==> config.mk <==
export PLATFORM = sky130hd
export DESIGN_NAME = sdram_selfref_mgr
export DESIGN_NICKNAME = d
export VERILOG_FILES = /design/src/rtl/sref_pkg.sv /design/src/rtl/sref_idle_cnt.sv /design/src/rtl/sref_trp_timer.sv /design/src/rtl/sref_seq.sv /design/src/rtl/sdram_selfref_mgr.sv
export SDC_FILE = /design/constraint.sdc
export NUM_CORES = 1
export LEC_CHECK = 0
export ABC_AREA = 0
export CAP_MARGIN = 40
export CORE_MARGIN = 2
export CORE_UTILIZATION = 45
export DETAILED_ROUTE_END_ITERATION = 16
export GPL_TIMING_DRIVEN = 0
export MAX_ROUTING_LAYER = met4
export PLACE_DENSITY = 0.79
export SLEW_MARGIN = 5
export SYNTH_ARGS = -nofsm -noshare
export SYNTH_HDL_FRONTEND = slang
export SYNTH_SLANG_ARGS = --single-unit
==> constraint.sdc <==
create_clock -name clk -period 4.6 [get_ports clk]
set_input_delay 1.38 -clock clk [delete_from_list [all_inputs] [get_ports clk]]
set_output_delay 1.38 -clock clk [all_outputs]
set_load 0.1 [all_outputs]
==> src/rtl/sref_pkg.sv <==
// Shared types for the self-refresh manager.
// Assumes commands are encoded as {cs_n, ras_n, cas_n, we_n}.
package sref_pkg;

    typedef enum logic [3:0] {
        CMD_NOP  = 4'b0111,
        CMD_SELF = 4'b0001,
        CMD_PALL = 4'b0010
    } sd_cmd_t;

    typedef enum logic [2:0] {
        ST_RUN,
        ST_ENTER,
        ST_SLEEP,
        ST_WAKE_CLK,
        ST_WAKE_CKE,
        ST_PALL,
        ST_TRP,
        ST_GRANT
    } sref_state_t;

endpackage

==> src/rtl/sref_idle_cnt.sv <==
// Idle counter: advances once per clock and saturates at its maximum.
// It returns to zero when restart is high. The reached output compares
// the count with the programmed limit, after raising that limit to MIN_LIM.
// Assumes restart covers every activity that must postpone entry.
module sref_idle_cnt #(
    parameter int CNT_W   = 4,
    parameter int MIN_LIM = 2
) (
    input  logic             clk,
    input  logic             rst_n,
    input  logic             restart,
    input  logic [CNT_W-1:0] limit,
    output logic             reached
);
    localparam logic [CNT_W-1:0] CNT_MAX = {CNT_W{1'b1}};
    localparam logic [CNT_W-1:0] LIM_MIN = CNT_W'(MIN_LIM);

    logic [CNT_W-1:0] cnt;
    logic [CNT_W-1:0] lim_eff;

    // Count idle cycles, restart on activity, hold at the top value.
    always_ff @(posedge clk) begin
        if (!rst_n)           cnt <= '0;
        else if (restart)     cnt <= '0;
        else if (cnt != CNT_MAX) cnt <= cnt + 1'b1;
    end

    // Clamp the threshold so that a too-small setting cannot lock the memory in.
    always_comb begin
        lim_eff = (limit < LIM_MIN) ? LIM_MIN : limit;
        reached = (cnt >= lim_eff);
    end

    // a restart leaves the count at zero on the next cycle.
    assert_restart_zero_R3: assert property (@(posedge clk) disable iff (!rst_n)
        restart |=> (cnt == '0));

    // the threshold can never be met straight after a restart.
    assert_clamp_R5: assert property (@(posedge clk) disable iff (!rst_n)
        restart |=> !reached);
endmodule

==> src/rtl/sref_trp_timer.sv <==
// Precharge wait timer: load sets the remaining count to TRP_CYC.
// Each cycle with run high counts it down, and last flags the final cycle.
// Assumes TRP_CYC >= 1 and that run starts in the cycle after load.
module sref_trp_timer #(
    parameter int TRP_CYC = 3
) (
    input  logic clk,
    input  logic rst_n,
    input  logic load,
    input  logic run,
    output logic last
);
    localparam int TW = $clog2(TRP_CYC + 1);
    localparam logic [TW-1:0] TRP_LD = TW'(TRP_CYC);

    logic [TW-1:0] rem;

    // Load the wait length at precharge, then count it down.
    always_ff @(posedge clk) begin
        if (!rst_n)                 rem <= '0;
        else if (load)              rem <= TRP_LD;
        else if (run && rem != '0)  rem <= rem - 1'b1;
    end

    // Flag the last waiting cycle.
    always_comb last = run && (rem == TW'(1));

    // the wait never runs past its end.
    assert_no_underrun_R8: assert property (@(posedge clk) disable iff (!rst_n)
        run |-> (rem != '0));
endmodule

==> src/rtl/sref_seq.sv <==
// Self-refresh sequencer. It enters self-refresh when idle and enabled.
// It leaves on a request or when the enable is cleared:
// clock on, CKE up, precharge-all, tRP wait, grant.
// Assumes a request is held until granted.
module sref_seq (
    input  logic                 clk,
    input  logic                 rst_n,
    input  logic                 sref_en,
    input  logic                 clk_out_en,
    input  logic                 activity,
    input  logic                 acc_req,
    input  logic                 idle_reached,
    input  logic                 trp_last,
    output sref_pkg::sref_state_t state,
    output logic                 cke,
    output sref_pkg::sd_cmd_t    cmd,
    output logic                 cmd_a10,
    output logic                 sdclk_en,
    output logic                 acc_grant
);
    import sref_pkg::*;

    sref_state_t nxt;
    logic        by_req;
    logic        go_sleep;
    logic        wake;

    // Entry and exit conditions.
    always_comb begin
        go_sleep = sref_en && idle_reached && !activity && !acc_req;
        wake     = acc_req || !sref_en;
    end

    // Next-state selection.
    always_comb begin
        nxt = state;
        unique case (state)
            ST_RUN:      if (go_sleep) nxt = ST_ENTER;
            ST_ENTER:    nxt = ST_SLEEP;
            ST_SLEEP:    if (wake) nxt = ST_WAKE_CLK;
            ST_WAKE_CLK: nxt = ST_WAKE_CKE;
            ST_WAKE_CKE: nxt = ST_PALL;
            ST_PALL:     nxt = ST_TRP;
            ST_TRP:      if (trp_last) nxt = ST_GRANT;
            ST_GRANT:    nxt = ST_RUN;
            default:     nxt = ST_RUN;
        endcase
    end

    // State register.
    always_ff @(posedge clk) begin
        if (!rst_n) state <= ST_RUN;
        else        state <= nxt;
    end

    // Remember whether a request caused the wake-up.
    always_ff @(posedge clk) begin
        if (!rst_n)                          by_req <= 1'b0;
        else if (state == ST_SLEEP && wake)  by_req <= acc_req;
        else if (state == ST_GRANT)          by_req <= 1'b0;
    end

    // Pin and command outputs decoded from the state.
    always_comb begin
        cke       = !(state == ST_ENTER || state == ST_SLEEP || state == ST_WAKE_CLK);
        cmd       = (state == ST_ENTER) ? CMD_SELF :
                    (state == ST_PALL)  ? CMD_PALL : CMD_NOP;
        cmd_a10   = (state == ST_PALL);
        sdclk_en  = (state == ST_SLEEP) ? clk_out_en : 1'b1;
        acc_grant = (state == ST_GRANT) && by_req;
    end

    // a grant follows only a request-driven exit.
    assert_grant_cause_R9: assert property (@(posedge clk) disable iff (!rst_n)
        (state == ST_SLEEP && !acc_req && !sref_en) |=> !by_req);

    // precharge is always followed by the tRP wait.
    assert_pall_then_wait_R8: assert property (@(posedge clk) disable iff (!rst_n)
        (state == ST_PALL) |=> (state == ST_TRP));
endmodule

==> src/rtl/sdram_selfref_mgr.sv <==
// Top of the SDRAM self-refresh manager. It combines the idle counter,
// the tRP timer and the sequencer.
// Assumes the strobes pulse for one cycle per command issued.
module sdram_selfref_mgr #(
    parameter int LIM_W   = 4,
    parameter int MIN_LIM = 2,
    parameter int TRP_CYC = 3
) (
    input  logic             clk,
    input  logic             rst_n,
    input  logic             sref_en,
    input  logic [LIM_W-1:0] idle_limit,
    input  logic             clk_out_en,
    input  logic             access_strobe,
    input  logic             aref_strobe,
    input  logic             acc_req,
    output logic             cke,
    output logic [3:0]       cmd,
    output logic             cmd_a10,
    output logic             sdclk_en,
    output logic             sref_n_status,
    output logic             acc_grant
);
    import sref_pkg::*;

    sref_state_t state;
    sd_cmd_t     cmd_e;
    logic        activity;
    logic        idle_reached;
    logic        trp_last;

    // Activity merge and the counter restart: any command, or leaving normal run.
    always_comb activity = access_strobe || aref_strobe;

    sref_idle_cnt #(.CNT_W(LIM_W), .MIN_LIM(MIN_LIM)) u_idle (
        .clk     (clk),
        .rst_n   (rst_n),
        .restart (activity || state != ST_RUN),
        .limit   (idle_limit),
        .reached (idle_reached)
    );

    sref_trp_timer #(.TRP_CYC(TRP_CYC)) u_trp (
        .clk   (clk),
        .rst_n (rst_n),
        .load  (state == ST_PALL),
        .run   (state == ST_TRP),
        .last  (trp_last)
    );

    sref_seq u_seq (
        .clk          (clk),
        .rst_n        (rst_n),
        .sref_en      (sref_en),
        .clk_out_en   (clk_out_en),
        .activity     (activity),
        .acc_req      (acc_req),
        .idle_reached (idle_reached),
        .trp_last     (trp_last),
        .state        (state),
        .cke          (cke),
        .cmd          (cmd_e),
        .cmd_a10      (cmd_a10),
        .sdclk_en     (sdclk_en),
        .acc_grant    (acc_grant)
    );

    // Port-level outputs.
    always_comb begin
        cmd           = cmd_e;
        sref_n_status = cke;
    end

    // CKE falls only after an enabled decision.
    assert_entry_enabled_R4: assert property (@(posedge clk) disable iff (!rst_n)
        $fell(cke) |-> $past(sref_en));
    // no entry decision in a cycle with a strobe.
    assert_entry_quiet_R3: assert property (@(posedge clk) disable iff (!rst_n)
        $fell(cke) |-> $past(!access_strobe && !aref_strobe));
    // no entry decision while a request is pending.
    assert_entry_noreq_R10: assert property (@(posedge clk) disable iff (!rst_n)
        $fell(cke) |-> !$past(acc_req));
    // CKE falls together with the SELF command.
    assert_entry_cmd_R2: assert property (@(posedge clk) disable iff (!rst_n)
        $fell(cke) |-> (cmd == CMD_SELF));
    // CKE is lowered with the clock running.
    assert_fall_clk_R7: assert property (@(posedge clk) disable iff (!rst_n)
        $fell(cke) |-> sdclk_en);
    // CKE rises only after a cycle with the clock running.
    assert_rise_clk_R8: assert property (@(posedge clk) disable iff (!rst_n)
        $rose(cke) |-> $past(sdclk_en));
    // the clock stops only in self-refresh with the stop option chosen.
    assert_gate_R7: assert property (@(posedge clk) disable iff (!rst_n)
        !sdclk_en |-> (!cke && !clk_out_en));
    // status follows CKE.
    assert_status_R6: assert property (@(posedge clk) disable iff (!rst_n)
        sref_n_status == cke);
    // the grant is a single pulse, given with CKE high.
    assert_grant_pulse_R8: assert property (@(posedge clk) disable iff (!rst_n)
        acc_grant |=> !acc_grant);
    assert_grant_cke_R8: assert property (@(posedge clk) disable iff (!rst_n)
        acc_grant |-> cke);
endmodule

* Word-level counts from Yosys, hierarchy flattened
Cells that the tools add are included.
Widths: inputs -> output; s select.
** Storage, ports and cells
- Output and inout bits :: 9
- Input bits :: 11
- Logic and storage cells :: 56
- Flip-flop bits (word level) :: 10
** Cells by class
- Reductions and logical operators :: 23
- Add/sub/neg operators :: 2
- Bitwise operators :: 1
- $lt $le $gt $ge :: 2
- Equal/unequal tests :: 12
- Multiplexer cells :: 12
** Operators by type and width (number)
- $pmux 3 s8 :: 1
- $eq 3x3->1 const B :: 4
- $mux 3 :: 4
- $mux 4 :: 2
- $logic_and 1x1->1 :: 7
- $eq 3x2->1 const B :: 2
- $reduce_bool 2->1 :: 3
- $logic_or 1x1->1 :: 5
- $add 4x1->4 const B :: 1
- $ge 4x4->1 :: 1
- $logic_not 1->1 :: 4
- $lt 4x2->1 const B :: 1
- $mux 2 :: 2
- $ne 2x1->1 const B :: 2
- $ne 4x4->1 const B :: 1
- $eq 3x1->1 const B :: 1
- $logic_not 3->1 :: 1
- $mux 1 :: 3
- $reduce_and 3->1 :: 1
- $reduce_bool 3->1 :: 1
- $eq 2x1->1 const B :: 1
- $ne 2x2->1 const B :: 1
- $reduce_or 2->1 :: 1
- $sub 2x1->2 const B :: 1
- $not 1->1 :: 1

* Depth between registers and ports, before layout
- Depth after elaboration :: 8
- Depth in mapped cells :: 7
- Mapped depth without buffers :: 7

* Cells and area by module
Synthesis repeated with hierarchy kept, for this count alone.
** Unflattened totals
- Cell total of the unflattened synthesis :: 94
- Area total of the unflattened synthesis :: 819.5 sq um
** By module, submodules not included
- sref_seq :: area an instance 339.1 sq um, cells an instance 42, instances 1
- sref_idle_cnt :: area an instance 300.3 sq um, cells an instance 33, instances 1
- sref_trp_timer :: area an instance 142.6 sq um, cells an instance 13, instances 1
- sdram_selfref_mgr :: area an instance 37.5 sq um, cells an instance 6, instances 1

* Worst setup path before layout
Ideal clock, no wire load.
- Path kind :: in2out
- Start :: input clk_out_en
- End :: output sdclk_en
- Stages :: 1
- Data arrival time :: 2.090 ns
- Path slack :: 1.130 ns
- Data required time :: 3.220 ns
- Path through :: or3b_2
** Between the ends
- Word-level cells in the longest chain between the ends :: 1
** Ends and longest elaborated chain
- from (decl) :: line sdram_selfref_mgr.sv:13 : input logic clk_out_en,
- $mux 1 :: line sref_seq.sv:69 : sdclk_en = (state == ST_SLEEP) ? clk_out_en : 1'b1;
- to (decl) :: line sdram_selfref_mgr.sv:20 : output logic sdclk_en,
No other way between the ends.

* Final worst setup path
Same ends and word-level chain as after synthesis.

==> metrics.md <==
| Metric | Value |
|---|---|
| Critical Path AT | `2.87 ns` |
| Buf+Inv Stages, Crit Path | `3` |
| Clk_skew | `0.00431 ns` |
| Final ANT Viol Nets | `0` |
| GPL Wtd Cong | `0.738` |
| Number of setup buffers added after CTS | `0` |
| Setup violators final | `0` |
| Post-route clock period utilization | `0.924` |
| First-pass GRT wire length | `2.95 mm` |
| RR Startpoint | `u_idle.cnt[0]` |
| Largest family of logic cells by synthesized area | `simple AND/OR/NAND/NOR gates` |
| WL final | `1.69 mm` |
| Type of the most critical hold path | `flip-flop to flip-flop` |
| H-tree depth | `1` |
| Multiplexer share of the synthesized area | `0.0385` |
| Post-Syn Nets | `118` |
| Vias/cell | `5.33` |
| CP top delay family | `buffers and inverters` |
| Max clock buf depth | `2` |
| Synth Instances | `96` |
| Max Fclk | `235 MHz` |
| Netlist Area Pre-Place | `781 µm²` |
| First drt pass iteration count | `4` |
| CP Class | `input port to output pin` |
| Compound-Gate Fraction of Synth Area | `0.171` |
| R2R Setup Slk | `2.95 ns` |
| Ports | `20` |
| Number of port buffers | `17` |
| Site row count | `15` |
| Final Hold Fails | `0` |
| CTS sink count | `10` |
| GRT Overall Usage | `0.203` |
| Clk pin slew, worst setup/hold paths | `0.07 ns` |
| XOR/XNOR Fraction of Synth Area | `0.0112` |
| Layout Nets | `148` |
| PwrDens | `173 nW/µm²` |
| Root Driver | `clkbuf_4` |
| Leak pwr | `0.523 nW` |
| Vias in the first global route | `732` |
| Core region area | `1670 µm²` |
| DP Area | `1090 µm²` |
| Initial antenna violation count | `0` |
| Fin worst setup slack | `0.350 ns` |
| Status | `finished, final reports clean` |
| Required time worst endpoint | `3.22 ns` |
| Most used cell, CP | `clkdlybuf4s50_1` |
| CTS buffer count | `3` |
| Worst setup SP type | `input port` |
| DP Worst Slack | `0.356 ns` |
| Post-synthesis adder-cell area fraction | `0.176` |
| Crit-path max FO | `1` |
| Post-route DRC | `0` |
| Die Ht | `45.7 µm` |
| DP HPWL | `1.41 mm` |
| Final non-filler cell total | `142` |
| CTS tree | `done` |
| Sequential element share of the synthesized area | `0.256` |
| Max VDD drop | `0.159 mV` |
| Critical path depth in cells | `4` |
| CP startpoint | `clk_out_en` |
| Synth Register Bits | `10` |
| Cts hold-fix bufs | `0` |
| Crit path largest cell delay | `0.47 ns` |
| Post-cts repair resize count | `0` |
| CP Capture Point | `sdclk_en` |
| Min Tclk post-route | `4.25 ns` |
| Clock latency on the worst-skew pair | `0.27 ns` |
| Area Overhead vs Synth | `44.6%` |
| R2r worst-path depth | `6` |
| Worst setup EP type | `output pin` |
| Critical-path cell list | `clkdlybuf4s50_1, or3b_2, clkdlybuf4s50_1, buf_8` |
| Max Cap Viol | `0` |
| Vias post-DR | `757` |
| RSZ-0062 raised after global routing | `false` |
| Ratio of cells with drive above 1 in the final layout | `0.168` |
| Initial core utilization | `0.467` |
| CP max-delay cell | `clkdlybuf4s50_1` |
| Die ar. | `2080 µm²` |
| Slew Limit Fails | `0` |
| Cell area after layout | `1130 µm²` |
| DRT iter0 DRCs | `11` |
| Synth Area per Inst | `8.13 µm²` |
| Distinct cells, synth | `35` |
| Largest net degree at the start of global routing | `11` |
| Width of the die | `45.7 µm` |
| Final Util | `0.676` |
| Ant diodes | `0` |
| RR Endpoint | `u_seq.state[1]` |
| Inst Count DP | `138` |
| YS warnings | `0` |
| Grt total ovfl | `0` |
| Setup tns final | `0 ns` |
| WL/cell | `11.9 µm` |
| Simple-gate share of the synthesized area | `0.256` |
==> worst register-to-register path, delay by kind of cell, from the launching register on <==
kind | cells | cell delay [ns]
compound gates | 2 | 0.50
flops | 1 | 0.42
fa+ha+maj | 1 | 0.29
mux | 1 | 0.22
simple gates | 1 | 0.10
buf+inv | 1 | 0.07
==> cell usage in the layout (no fill, tap or decap), types with 2 or more instances in the layout <==
cell type	count
o211a_1	2
nor3_1	4
a21oi_1	3
nor2_1	6
nand3_1	3
mux2i_1	3
nand2b_1	3
buf_8	8
buf_4	2
inv_1	10
nand2_1	12
clkbuf_4	3
o211ai_1	2
dfxtp_1	10
clkdlybuf4s50_1	17
ha_1	11
nor3b_1	3
o21ai_0	2
==> power breakdown <==
part	internal (mW)	total (mW)	switching [mW]	leakage [nW]
logic	0.0127	0.0263	0.0137	0.422
clock network	0.0480	0.0811	0.0331	0.0210
registers	0.0870	0.0877	0.000732	0.0807
total	0.148	0.195	0.0474	0.523
==> cells in the mapped netlist, drive strengths merged <==
master,instances,area (µm²)
a31oi,1,6.26
ha,11,138
a22oi,1,7.51
o31a,1,8.76
clkbuf,2,8.75
inv,10,37.5
o211ai,2,15.0
o311ai,1,16.3
conb,1,3.75
nand2b,3,18.8
nand3,3,15.0
a21boi,1,7.51
nand4b,1,8.76
a21oi,3,15.0
nor3b,3,22.5
nand2,12,45.0
nor3,4,20.0
o21ai,3,15.0
o211a,2,20.0
or3b,1,8.76
buf,3,20.0
and2,1,6.26
dfxtp,10,200
or2,1,6.26
and3,1,6.26
nor2,6,22.5
o41ai,1,16.3
mux2i,3,30.0
xnor2,1,8.76
o22ai,1,6.26
nor2b,2,20.0
==> worst min-delay path by stage <==
stage               cells after the start  slack, ns      startpoint             end
floorplan                               2       0.47  u_seq.state[1]  u_seq.state[1]
global placement                        1       0.48    u_trp.rem[1]    u_trp.rem[1]
global route                            2       0.53  u_seq.state[1]  u_seq.state[1]
detailed placement                      1       0.49    u_trp.rem[1]    u_trp.rem[1]
finish                                  1       0.50    u_trp.rem[1]    u_trp.rem[1]
CTS                                     1       0.51    u_trp.rem[1]    u_trp.rem[1]
==> metal layers <==
metal,vias to the layer above,global-route usage,routed length [µm]
li1,384,-,-
met1,346,0.203,657
met2,23,0.372,934
met3,4,0.0317,78
met4,0,0.100,21
met5,-,-,0
==> cells by family (layout without fill, tap and decap cells) <==
family / Yosys count / after routing
and+or+nand+nor: 38 / 38
xor gates and xnor gates: 1 / 1
adders and majority gates: 11 / 11
buffers and inverters: 15 / 44
DFF: 10 / 10
AOI/OAI and AO/OA: 17 / 17
muxes: 3 / 3
other: 1 / 1
==> per-stage QoR <==
step                      hold WS [ns]  total power [mW]
after CTS                        0.505             0.196
after global placement           0.481             0.115
after floorplan                  0.471             0.104
final                            0.501             0.195
after detailed placement         0.489             0.116
after global routing             0.530             0.204
==> area by class of cell <==
| type | count | area [µm²] |
|---|---|---|
| Timing Repair Buffer | 25 | 290 |
| Sequential cell | 10 | 200 |
| Tap cell | 17 | 21.3 |
| Multi-Input combinational cell | 71 | 514 |
| Fill cell | 134 | 542 |
| Inverter | 10 | 37.5 |
| Buffer | 5 | 28.8 |
| Clock buffer | 4 | 36.3 |
==> state kept, by name, summed over array words and instances (netlist names) <==
signal and cells:
u_seq.state 3, u_idle.cnt 4, u_trp.rem 2, u_seq.by_req 1
Note: power is estimated with default switching activity, not from simulation.
